## config.mk

```make
export PLATFORM = sky130hd
export DESIGN_NAME = baud_factor_unit
export DESIGN_NICKNAME = d
export VERILOG_FILES = /design/src/rtl/bdf_pkg.sv /design/src/rtl/bdf_divider.sv /design/src/rtl/bdf_rate_decode.sv /design/src/rtl/bdf_factor.sv /design/src/rtl/baud_factor_unit.sv
export SDC_FILE = /design/constraint.sdc
export NUM_CORES = 1
export LEC_CHECK = 0
export CORE_MARGIN = 8
export CORE_UTILIZATION = 66
export CTS_CLUSTER_SIZE = 30
export DETAILED_ROUTE_END_ITERATION = 16
export DONT_BUFFER_PORTS = 1
export PLACE_DENSITY = 0.82
export SYNTH_ARGS = -nofsm -noshare
export SYNTH_HDL_FRONTEND = slang
export SYNTH_HIERARCHICAL = 1
export SYNTH_SLANG_ARGS = --single-unit
```

## constraint.sdc

```tcl
create_clock -name clk -period 3.9 [get_ports clk]
set_input_delay 0.195 -clock clk [delete_from_list [all_inputs] [get_ports clk]]
set_output_delay 0.195 -clock clk [all_outputs]
set_load 0.01 [all_outputs]
```

## src/rtl/bdf_pkg.sv

```systemverilog
package bdf_pkg;
  localparam logic [7:0] PRE_X1  = 8'h04;
  localparam logic [7:0] PRE_X16 = 8'h44;
  localparam logic [7:0] PRE_X32 = 8'h84;
  localparam logic [7:0] PRE_X64 = 8'hC4;
  localparam int unsigned OPT_LSB  = 5;
  localparam int unsigned OPT_MSB  = 7;
  localparam int unsigned CODE_LSB = 8;
  localparam int unsigned CODE_W   = 5;
  typedef enum logic [2:0] {S_IDLE, S_REJECT, S_SCALE, S_NORM, S_RATIO} fsm_t;
endpackage

```

## src/rtl/bdf_divider.sv

```systemverilog
module bdf_divider #(
  parameter int unsigned W = 32
) (
  input  logic         clk,
  input  logic         rst_n,
  input  logic         start,
  input  logic [W-1:0] num,
  input  logic [W-1:0] den,
  output logic [W-1:0] quo,
  output logic         fin
);
  localparam int unsigned CW = $clog2(W + 1);

  logic [W-1:0]  rem_q;
  logic [W-1:0]  den_q;
  logic [CW-1:0] left_q;
  logic [W:0]    trial;

  // shifted partial remainder minus divisor; bit W set means negative
  assign trial = {rem_q, quo[W-1]} - {1'b0, den_q};

  always_ff @(posedge clk or negedge rst_n) begin
    if (!rst_n) begin
      rem_q  <= '0;
      den_q  <= '0;
      quo    <= '0;
      left_q <= '0;
      fin    <= 1'b0;
    end else begin
      fin <= 1'b0;
      if (start) begin
        quo    <= num;
        den_q  <= den;
        rem_q  <= '0;
        left_q <= CW'(W);
      end else if (left_q != '0) begin
        left_q <= left_q - 1'b1;
        if (!trial[W]) begin
          rem_q <= trial[W-1:0];
          quo   <= {quo[W-2:0], 1'b1};
        end else begin
          rem_q <= {rem_q[W-2:0], quo[W-1]};
          quo   <= {quo[W-2:0], 1'b0};
        end
        if (left_q == CW'(1)) fin <= 1'b1;
      end
    end
  end
endmodule

```

## src/rtl/bdf_rate_decode.sv

```systemverilog
module bdf_rate_decode #(
  parameter int unsigned CODE_W = 5,
  parameter int unsigned OUT_W  = 32
) (
  input  logic [CODE_W-1:0] code,
  output logic [OUT_W-1:0]  units
);
  logic [OUT_W-1:0] pow2;
  assign pow2  = OUT_W'(1) << code[CODE_W-2:0];
  assign units = code[CODE_W-1] ? (pow2 << 1) + pow2 : pow2;
endmodule

```

## src/rtl/bdf_factor.sv

```systemverilog
module bdf_factor
  import bdf_pkg::*;
#(
  parameter int unsigned NORM_W = 16,
  parameter int unsigned TC_W   = 8
) (
  input  logic [NORM_W-1:0] ratio,
  input  logic              has_cnt,
  output logic [7:0]        pre,
  output logic [TC_W-1:0]   tc,
  output logic              ok
);
  localparam int unsigned TC_SPAN = 1 << TC_W;

  logic [NORM_W-1:0] rest;

  // largest power-of-two prescale first
  always_comb begin
    if (ratio[5:0] == 6'd0) begin
      pre  = PRE_X64;
      rest = ratio >> 6;
    end else if (ratio[4:0] == 5'd0) begin
      pre  = PRE_X32;
      rest = ratio >> 5;
    end else if (ratio[3:0] == 4'd0) begin
      pre  = PRE_X16;
      rest = ratio >> 4;
    end else begin
      pre  = PRE_X1;
      rest = ratio;
    end
  end

  always_comb begin
    if (has_cnt) begin
      ok = (rest != '0) && (rest <= NORM_W'(TC_SPAN));
      tc = rest[TC_W-1:0];
    end else begin
      ok = (rest == NORM_W'(1));
      tc = TC_W'(1);
    end
  end
endmodule

```

## src/rtl/baud_factor_unit.sv

```systemverilog
module baud_factor_unit
  import bdf_pkg::*;
#(
  parameter int unsigned REF_W   = 32,
  parameter int unsigned CFG_W   = 16,
  parameter int unsigned NORM_W  = 16,
  parameter int unsigned UNIT_HZ = 75,
  parameter int unsigned TC_W    = 8
) (
  input  logic             clk,
  input  logic             rst_n,
  input  logic             req_valid,
  output logic             req_ready,
  input  logic [REF_W-1:0] ref_hz,
  input  logic [CFG_W-1:0] line_cfg,
  input  logic             has_counter,
  output logic             done,
  output logic             fail,
  output logic [7:0]       prescale_reg,
  output logic [TC_W-1:0]  time_const
);
  fsm_t             state;
  logic [CFG_W-1:0] cfg_q;
  logic             cnt_q;
  logic [REF_W-1:0] work_clk;
  logic [REF_W-1:0] work_rate;
  logic [REF_W-1:0] rate_units;
  logic             opts_bad;
  logic             too_wide;
  logic             div_start;
  logic [REF_W-1:0] div_num;
  logic [REF_W-1:0] div_den;
  logic [REF_W-1:0] div_quo;
  logic             div_fin;
  logic [7:0]       fac_pre;
  logic [TC_W-1:0]  fac_tc;
  logic             fac_ok;

  assign req_ready = (state == S_IDLE);
  assign opts_bad  = (line_cfg[OPT_MSB:OPT_LSB] != '0);
  assign too_wide  = (work_clk[REF_W-1:NORM_W] != '0);

  always_comb begin
    div_start = 1'b0;
    div_num   = work_clk;
    div_den   = work_rate;
    if (state == S_IDLE) begin
      div_start = req_valid && !opts_bad;
      div_num   = ref_hz;
      div_den   = REF_W'(UNIT_HZ);
    end else if (state == S_NORM) begin
      div_start = !too_wide && (work_rate != '0);
    end
  end

  bdf_divider #(.W(REF_W)) i_div (
    .clk   (clk),
    .rst_n (rst_n),
    .start (div_start),
    .num   (div_num),
    .den   (div_den),
    .quo   (div_quo),
    .fin   (div_fin)
  );

  bdf_rate_decode #(.CODE_W(CODE_W), .OUT_W(REF_W)) i_rate (
    .code  (cfg_q[CODE_LSB+CODE_W-1:CODE_LSB]),
    .units (rate_units)
  );

  bdf_factor #(.NORM_W(NORM_W), .TC_W(TC_W)) i_fac (
    .ratio   (div_quo[NORM_W-1:0]),
    .has_cnt (cnt_q),
    .pre     (fac_pre),
    .tc      (fac_tc),
    .ok      (fac_ok)
  );

  always_ff @(posedge clk or negedge rst_n) begin
    if (!rst_n) begin
      state        <= S_IDLE;
      cfg_q        <= '0;
      cnt_q        <= 1'b0;
      work_clk     <= '0;
      work_rate    <= '0;
      done         <= 1'b0;
      fail         <= 1'b0;
      prescale_reg <= '0;
      time_const   <= '0;
    end else begin
      done <= 1'b0;
      fail <= 1'b0;
      unique case (state)
        S_IDLE: begin
          if (req_valid) begin
            cfg_q <= line_cfg;
            cnt_q <= has_counter;
            state <= opts_bad ? S_REJECT : S_SCALE;
          end
        end
        S_REJECT: begin
          fail         <= 1'b1;
          prescale_reg <= '0;
          time_const   <= '0;
          state        <= S_IDLE;
        end
        S_SCALE: begin
          if (div_fin) begin
            work_clk  <= div_quo;
            work_rate <= rate_units;
            state     <= S_NORM;
          end
        end
        S_NORM: begin
          if (too_wide) begin
            work_clk  <= work_clk >> 1;
            work_rate <= work_rate >> 1;
          end else if (work_rate == '0) begin
            fail         <= 1'b1;
            prescale_reg <= '0;
            time_const   <= '0;
            state        <= S_IDLE;
          end else begin
            state <= S_RATIO;
          end
        end
        S_RATIO: begin
          if (div_fin) begin
            if (fac_ok) begin
              done         <= 1'b1;
              prescale_reg <= fac_pre;
              time_const   <= fac_tc;
            end else begin
              fail         <= 1'b1;
              prescale_reg <= '0;
              time_const   <= '0;
            end
            state <= S_IDLE;
          end
        end
        default: state <= S_IDLE;
      endcase
    end
  end
endmodule

```

**Word level (Yosys, flattened, before mapping)**

Index checks and enable logic that the tools add are counted.

- $add $sub $neg: 3
- $lt $le $gt $ge: 1
- Eq/ne operators: 12
- Shift operators: 1
- Mux-type cells: 53
- Reduce and logical (&&, ||, !) cells: 22

Operators by type and width:

| operator | count |
|---|---|
| $mux W32 | 12 |
| $pmux W32 S2 | 2 |
| $mux W8 | 9 |
| $mux W16 | 3 |
| $pmux W8 S3 | 2 |
| $sub A33 B32 Y33 | 1 |
| $add A32 B32 Y32 | 1 |
| $logic_not A32 Y1 | 1 |
| $reduce_bool A16 Y1 | 2 |
| $reduce_bool A32 Y1 | 1 |
| $shl A1 B4 Y32 const A | 1 |
| $eq A16 B1 Y1 const B | 1 |
| $le A16 B9 Y1 const B | 1 |
| $mux W3 | 5 |
| $mux W1 | 14 |
| $mux W6 | 2 |
| $pmux W3 S4 | 1 |
| $reduce_and A4 Y1 | 2 |
| $mux W7 | 1 |
| $eq A3 B2 Y1 const B | 2 |
| $eq A6 B1 Y1 const B | 1 |
| $logic_not A6 Y1 | 1 |
| $ne A2 B1 Y1 const B | 3 |
| $ne A2 B2 Y1 const B | 3 |
| other kinds (15) | 20 |

- Bits in registers: 202
- Bits of input ports: 52
- Logic and storage cells: 106

**Logic depth before layout (Yosys ltp)**

Gate-level depths: netlist of the first run.

- Depth in word-level cells: 10
- Mapped depth: 15
- Gate-level depth less buffers: 13

**Modules after synthesis**

Netlist of the first run, hierarchy kept.

Modules (own cells, without submodules):

| module | times used | cells each | area each (um^2) | seq. area each (um^2) |
|---|---|---|---|---|
| bdf_divider | 1 | 700 | 6328.6 | 2577.5 |
| baud_factor_unit | 1 | 428 | 5132.4 | 2277.2 |
| bdf_rate_decode | 1 | 104 | 718.2 | 0.0 |
| bdf_factor | 1 | 82 | 535.5 | 0.0 |

**Worst setup path after synthesis of the first run**

OpenSTA, ideal clock, no wires.

- Path type: reg-to-reg
- Start point: register i_div.quo[31]
- End point: register i_div.rem_q[26]
- Library setup time: 0.094 ns
- Data arrival time: 3.032 ns
- Data required time: 3.806 ns
- Path slack: 0.774 ns
- Cell stages (with the launch flop): 14
- Clock period less this slack: 3.126 ns
- Cell sequence: dfrtp_1 > inv_1 > ha_1 > inv_1 > fa_1 > a211oi_1 > o211ai_1 > a2111oi_0 > nor4_1 > a211o_1 > a41oi_1 > xnor2_1 > mux2i_1 > a211oi_1

- Cells in the longest elaborated chain, start to end: 4

Ends and longest elaborated chain:

| item | line | RTL |
|---|---|---|
| start: declaration | bdf_divider.sv:9 | `output logic [W-1:0] quo,` |
| start signal: assignment | bdf_divider.sv:32 | `quo <= num;` |
| start signal: assignment | bdf_divider.sv:40 | `quo <= {quo[W-2:0], 1'b1};` |
| start signal: assignment | bdf_divider.sv:43 | `quo <= {quo[W-2:0], 1'b0};` |
| $sub A33 B32 Y33 | bdf_divider.sv:20 | `assign trial = {rem_q, quo[W-1]} - {1'b0, den_q};` |
| $mux W32 | bdf_divider.sv:38 | `if (!trial[W]) begin` |
| $mux W32 | bdf_divider.sv:36 | `end else if (left_q != '0) begin` |
| $mux W32 | bdf_divider.sv:31 | `if (start) begin` |
| end signal: assignment | bdf_divider.sv:39 | `rem_q <= trial[W-1:0];` |
| end signal: assignment | bdf_divider.sv:42 | `rem_q <= {rem_q[W-2:0], quo[W-1]};` |
| end: declaration | bdf_divider.sv:14 | `logic [W-1:0] rem_q;` |

No other way between the ends. The select of a mux whose other input is x is not followed.
A chain may end at the register's enable or synchronous reset.

**Worst setup path in the final report of the first run**

Same ends and word-level chain as after synthesis.

==> impl_metrics.env, run 1 <==
export IMPL_synth_most_common_cell="dfrtp_1"
export IMPL_end_kind="flip-flop"
export IMPL_stdcell_count=1570
export IMPL_die_h_microns=155
export IMPL_timing_hold_ws_ps=-553
export IMPL_power_share_switching_pct=43.4
export IMPL_pwr_share_clk_pct=14.9
export IMPL_synth_area_leaders="dfrtp_1, mux2_2, mux2i_1"
export IMPL_initial_utilization_pct=67.5
export IMPL_dp_cells=1512
export IMPL_portBuffers=0
export IMPL_cp_start_kind="flip-flop"
export IMPL_fmax_ghz=0.271
export IMPL_nNetsFinal=1392
export IMPL_clk_pin_slew_ps=80
export IMPL_final_max_slew_violation_count=0
export IMPL_finalSetupViolCount=0
export IMPL_final_hold_viol_count=194
export IMPL_ir_drop_uv=597
export IMPL_cts_htree_levels=4
export IMPL_synth_yosys_seq_area_share_pct=38.2
export IMPL_num_vias=9648
export IMPL_cts_repair_resized=0
export IMPL_ios=71
export IMPL_relSlewSlack_pct=24.5
export IMPL_crit_arrival_ps=4050
export IMPL_synth_top_cells_by_count="dfrtp_1, mux2_2, nand2_1"
export IMPL_grt_pass1_wl_mm=47.3
export IMPL_cp_required_ps=4260
export IMPL_dp_slack_ps=240
export IMPL_drtIter0Drc=674
export IMPL_synth_top_cell_by_area="dfrtp_1"
export IMPL_fin_crit_ps=3690
export IMPL_die_x_microns=155
export IMPL_routed_via_density=6.15
export IMPL_ant_nets=0
export IMPL_syn_area_sq_um=12700
export IMPL_dpl_cell_area_sq_um=12800
export IMPL_crit_type="flip-flop to flip-flop"
export IMPL_tightest_slew_ps=1130
export IMPL_drv_cap=0
export IMPL_ff2ff_path_depth=13
export IMPL_cts_sinks=194
export IMPL_cpMaxStageDelayCell="a2111oi_0"
export IMPL_post_route_period_util_pct=94.7
export IMPL_rsz0062_at_grt="no"
export IMPL_p_comb_share_pct=54.3
export IMPL_synth_distinct_cells=82
export IMPL_rows=50
export IMPL_core_area_sq_um=18800
export IMPL_synth_edff_count=0
export IMPL_cts_buffers=17
export IMPL_post_drt_wl_per_cell_microns=17.9
export IMPL_gp_congestion=0.899
export IMPL_track_usage_pct=24.0
export IMPL_outcome="finished, violations left"
export IMPL_yosysWarnings=6
export IMPL_synth_flop_cell="dfrtp_1"
export IMPL_synth_cells=1314
export IMPL_intPower_mw=6.88
export IMPL_cp_cell_sequence="inv_1 -> ha_1 -> inv_1 -> fa_1 -> a211oi_1 -> o211ai_1 -> a2111oi_0 -> nor4_1 -> a211o_1 -> a41oi_1 -> xnor2_1 -> mux2i_1 -> a211oi_1"
export IMPL_drive_above_1_share_pct=18.3
export IMPL_min_path_type="input port to asynchronous set/reset pin"
export IMPL_root_buffer="clkbuf_16"
export IMPL_fin_skew_ps=17.1
export IMPL_failed_checks="negative hold slack"
export IMPL_grt_max_degree=195
export IMPL_drc=0
export IMPL_tns_ps=0
export IMPL_hold_buffers=25
export IMPL_yosys_area_top_type_share_pct=38.2
export IMPL_synth_seq_cells=194
export IMPL_p_sw_mw=5.27
export IMPL_grt_pass1_vias=9623
export IMPL_dieArea_sq_um=24000
export IMPL_grt_ovfl_total=0
export IMPL_final_cell_area_sq_um=13700
export IMPL_powerDensity_nw_per_um2=890
export IMPL_critPathMaxStageDelay_ps=690
export IMPL_leakage_nw=6.11
export IMPL_dpl_hpwl_mm=18.4
export IMPL_clk_path_buf_depth=2
export IMPL_cts_tree="yes"
export IMPL_syn2layout_area_growth_pct=7.37
export IMPL_wirelength_mm=28.1
export IMPL_clock_latency_ps=450
export IMPL_syn_area_per_cell_sq_um=9.68
export IMPL_antenna_found_initial=2
export IMPL_seq_power_share_pct=30.8
export IMPL_setup_ws_ps=206
export IMPL_dr_pass1_iters=5
export IMPL_synth_async_sr_flop_share_pct=100
export IMPL_cp_max_fo=3
area by class of cell:
class / count / area (sq um)
multi-input cells: 973 / 7170
fillers: 1307 / 5180
flip-flops and latches: 194 / 4850
repair buffers: 44 / 430
clock buffers: 17 / 425
well taps: 260 / 325
inverters: 66 / 248
clock inverters: 15 / 199
diodes: 1 / 2.50
layout by cell type, fill, tap and decap left out, types with 6 or more instances in the layout:
master	instances
nand2_1	118
dfrtp_1	194
a211oi_1	30
ha_1	43
o21ai_0	83
inv_1	65
dlygate4sd3_1	25
conb_1	21
nor4_1	17
clkbuf_16	17
mux2_1	6
a31oi_1	7
nand2b_1	20
clkinv_8	6
nor3_1	17
xnor2_1	22
nor2b_1	34
nand3b_1	6
nand4_1	9
o21a_1	10
nand3_1	13
and2_1	10
a21oi_1	49
a21o_1	20
mux2_2	164
mux2i_1	59
nor2_1	71
buf_4	16
xor2_1	8
o211ai_1	39
through the flow:
step           utilization (%)  power, mW
2_1_floorplan                -       8.90
3_3_place_gp              67.8       9.93
3_5_place_dp              67.8       10.2
4_1_cts                   72.5       12.1
5_1_grt                   72.5       13.1
6_report                  72.5       12.2
logic make-up after synthesis:
group,Yosys count,synth area share [%]
compound gates,295,15.5
xor+xnor,30,2.07
fa+ha+maj,44,4.39
buf+inv,165,6.15
flops,194,38.2
mux,230,19.8
other cells,3,0.0886
simple gates,353,13.8
power by group through the flow:
stage	clock network (mW)	registers (mW)	logic (mW)
after floorplan	0	3.31	5.58
after global placement	0	3.69	6.24
after detailed placement	0	3.74	6.48
after CTS	1.84	3.71	6.56
after global routing	1.91	3.87	7.28
final	1.81	3.74	6.59
what timing repair did:
| item | in CTS | in global routing |
|---|---|---|
| buffers inserted | 0 | 0 |
| hold endpoints to repair | 218 | 194 |
| setup endpoints to repair | 0 | 0 |
worst paths after layout:
path	to	startpoint	slack, ps
setup / recovery	i_div/rem_q[26]	i_div/quo[31]	210
hold / removal	i_div/rem_q[24]	rst_n	-550
setup reg to reg	i_div/rem_q[26]	i_div/quo[31]	210
hold reg to reg	work_clk[0]	work_clk[0]	510
max in group asynchronous	i_div/left_q[2]	rst_n	4080
min in group clk	i_div/quo[20]	ref_hz[20]	10
worst max-delay path, delay by kind of cell (launching register included):
| kind | cells | cell delay [ps] |
|---|---|---|
| AND/OR/NAND/NOR | 1 | 110 |
| adder cells (fa/ha/maj) | 2 | 600 |
| AO/OA/AOI/OAI | 6 | 2170 |
| XOR/XNOR | 1 | 140 |
| multiplexers | 1 | 80 |
| flip-flops | 1 | 370 |
| buffers and inverters | 2 | 140 |
routing by layer:
metal	wire, microns	GRT usage (%)	vias up
li1	-	-	4631
met1	12600	30.4	4717
met2	13600	40.0	244
met3	1300	4.96	54
met4	620	8.54	2
met5	13	0	-
Note: power is estimated with default switching activity, not from simulation.
==> inputs of run 2 (changes only) <==
Settings changed: REMOVE_ABC_BUFFERS from default to 1.
==> run 2 against run 1 <==
The run still ends with negative hold slack left. Critical path type unchanged. Power down 0.10%. Critical path depth down 5. Largest power group unchanged. Core utilization up 0.11 points. Via count up 2.0%. Clock-buffer cell count up 1. Critical endpoint is now time_const[6].
==> impl_metrics.env, run 2 (same netlist as run 1, synthesis figures left out) <==
export IMPL_clk_path_buf_depth=2
export IMPL_seq_area_sq_um=4850
export IMPL_leakage_nw=6.12
export IMPL_cts_tree="yes"
export IMPL_drv_cap=0
export IMPL_min_path_type="input port to asynchronous set/reset pin"
export IMPL_wirelength_mm=28.9
export IMPL_cp_max_fo=14
export IMPL_cp_required_ps=4260
export IMPL_cts_htree_levels=4
export IMPL_gp_congestion=0.860
export IMPL_power_share_switching_pct=43.3
export IMPL_clock_latency_ps=450
export IMPL_root_buffer="clkbuf_16"
export IMPL_fmax_ghz=0.282
export IMPL_ios=71
export IMPL_post_drt_wl_per_cell_microns=18.3
export IMPL_drive_above_1_share_pct=18.7
export IMPL_powerDensity_nw_per_um2=888
export IMPL_routed_via_density=6.25
export IMPL_p_comb_share_pct=55.0
export IMPL_fin_crit_ps=3540
export IMPL_drc=0
export IMPL_core_area_sq_um=18800
export IMPL_ant_nets=0
export IMPL_final_hold_viol_count=194
export IMPL_dieArea_sq_um=24000
export IMPL_failed_checks="negative hold slack"
export IMPL_fin_skew_ps=16.4
export IMPL_outcome="finished, violations left"
export IMPL_seq_power_share_pct=30.5
export IMPL_tns_ps=0
export IMPL_final_fill_count=1292
export IMPL_ff2ff_path_depth=8
export IMPL_rrSetupSlack_ps=360
export IMPL_intPower_mw=6.89
export IMPL_crit_type="flip-flop to flip-flop"
export IMPL_cts_buffers=17
export IMPL_syn2layout_area_growth_pct=7.54
export IMPL_finalSetupViolCount=0
export IMPL_final_max_slew_violation_count=0
export IMPL_track_usage_pct=24.4
export IMPL_final_common_cell="dfrtp_1"
export IMPL_dpl_hpwl_mm=18.5
export IMPL_most_common_layout_cells="dfrtp_1, mux2_2, nand2_1, o21ai_0, nor2_1"
export IMPL_finalPower_mw=12.1
export IMPL_die_x_microns=155
export IMPL_initial_utilization_pct=67.5
export IMPL_rr_startpoint="i_div/quo[0]"
export IMPL_antenna_found_initial=2
export IMPL_dr_pass1_iters=6
export IMPL_grt_pass1_wl_mm=48.1
export IMPL_num_vias=9842
export IMPL_end_kind="flip-flop"
export IMPL_crit_arrival_ps=3910
export IMPL_die_h_microns=155
export IMPL_tightest_slew_ps=738
export IMPL_portBuffers=0
export IMPL_grt_max_degree=195
export IMPL_grt_ovfl_total=0
export IMPL_multiInputGateArea_sq_um=7170
export IMPL_cts_sinks=194
export IMPL_pwr_share_clk_pct=14.5
export IMPL_r2r_end="time_const[6]"
export IMPL_drtIter0Drc=662
export IMPL_cp_start_kind="flip-flop"
export IMPL_rows=50
export IMPL_timing_hold_ws_ps=-555
export IMPL_hold_buffers=25
export IMPL_relSlewSlack_pct=50.8
export IMPL_rsz0062_at_grt="no"
export IMPL_p_sw_mw=5.25
export IMPL_post_route_period_util_pct=90.9
export IMPL_ir_drop_uv=465
export IMPL_clk_pin_slew_ps=80
export IMPL_nNetsFinal=1396
export IMPL_grt_pass1_vias=9826
==> run 2: stage by stage <==
stage / utilization [%] / cell area (sq um) / worst slack [ps] / std cells
floorplan: - / 12200 / -6770 / 1233
global route: 72.6 / 13700 / 66.6 / 1575
CTS: 72.5 / 13700 / 227 / 1573
finish: 72.6 / 13700 / 357 / 1575
global placement: 68.0 / 12800 / 422 / 1516
detailed placement: 68.0 / 12800 / 284 / 1516
==> run 2: how the worst max path moves through the flow <==
| stage | startpoint | endpoint |
|---|---|---|
| floorplan | state[1] | i_div/den_q[0] |
| detailed placement | i_div/quo[31] | i_div/rem_q[26] |
| global placement | i_div/quo[31] | i_div/rem_q[26] |
| finish | i_div/quo[0] | time_const[6] |
| global route | i_div/quo[31] | i_div/rem_q[6] |
| CTS | i_div/quo[31] | i_div/rem_q[26] |
==> run 2: routing by layer <==
layer / wire (microns) / GRT usage [%] / up-vias / share of wire [%]
met5: 0 / 0 / - / 0
li1: - / - / 4651 / -
met3: 1500 / 5.57 / 69 / 5.2
met4: 682 / 9.05 / 0 / 2.4
met1: 12400 / 29.8 / 4808 / 43
met2: 14300 / 41.3 / 314 / 50
==> run 2: what timing repair did <==
action                                 in CTS  in global routing
gates resized for setup                     0                  3
setup endpoints to repair                   0                  1
endpoints found under the hold margin     218                194
setup buffers                               0                  0
==> run 2: final cells by class <==
class	count	share of cell area [%]
Antenna cell	2	0.0366
Clock buffer	18	3.21
Clock inverter	14	1.22
Inverter	66	1.81
Multi-Input combinational cell	973	52.5
Sequential cell	194	35.5
Tap cell	260	2.38
Timing Repair Buffer	48	3.37
==> run 2: critical path, cell delays in order, from the launching register on <==
cell and delay [ps]:
dfrtp_1 470, or4_1 830, nor3_1 430, o221a_2 310
mux2_2 330, mux2i_1 220, and4_1 580, nand2_1 160
o211ai_1 130
==> run 2: power groups by stage <==
stage | registers (mW) | clock network, mW | logic [mW]
global placement | 3.66 | 0 | 6.26
detailed placement | 3.70 | 0 | 6.48
floorplan | 3.49 | 0 | 5.44
global route | 3.82 | 1.86 | 7.32
finish | 3.70 | 1.76 | 6.68
CTS | 3.67 | 1.79 | 6.57
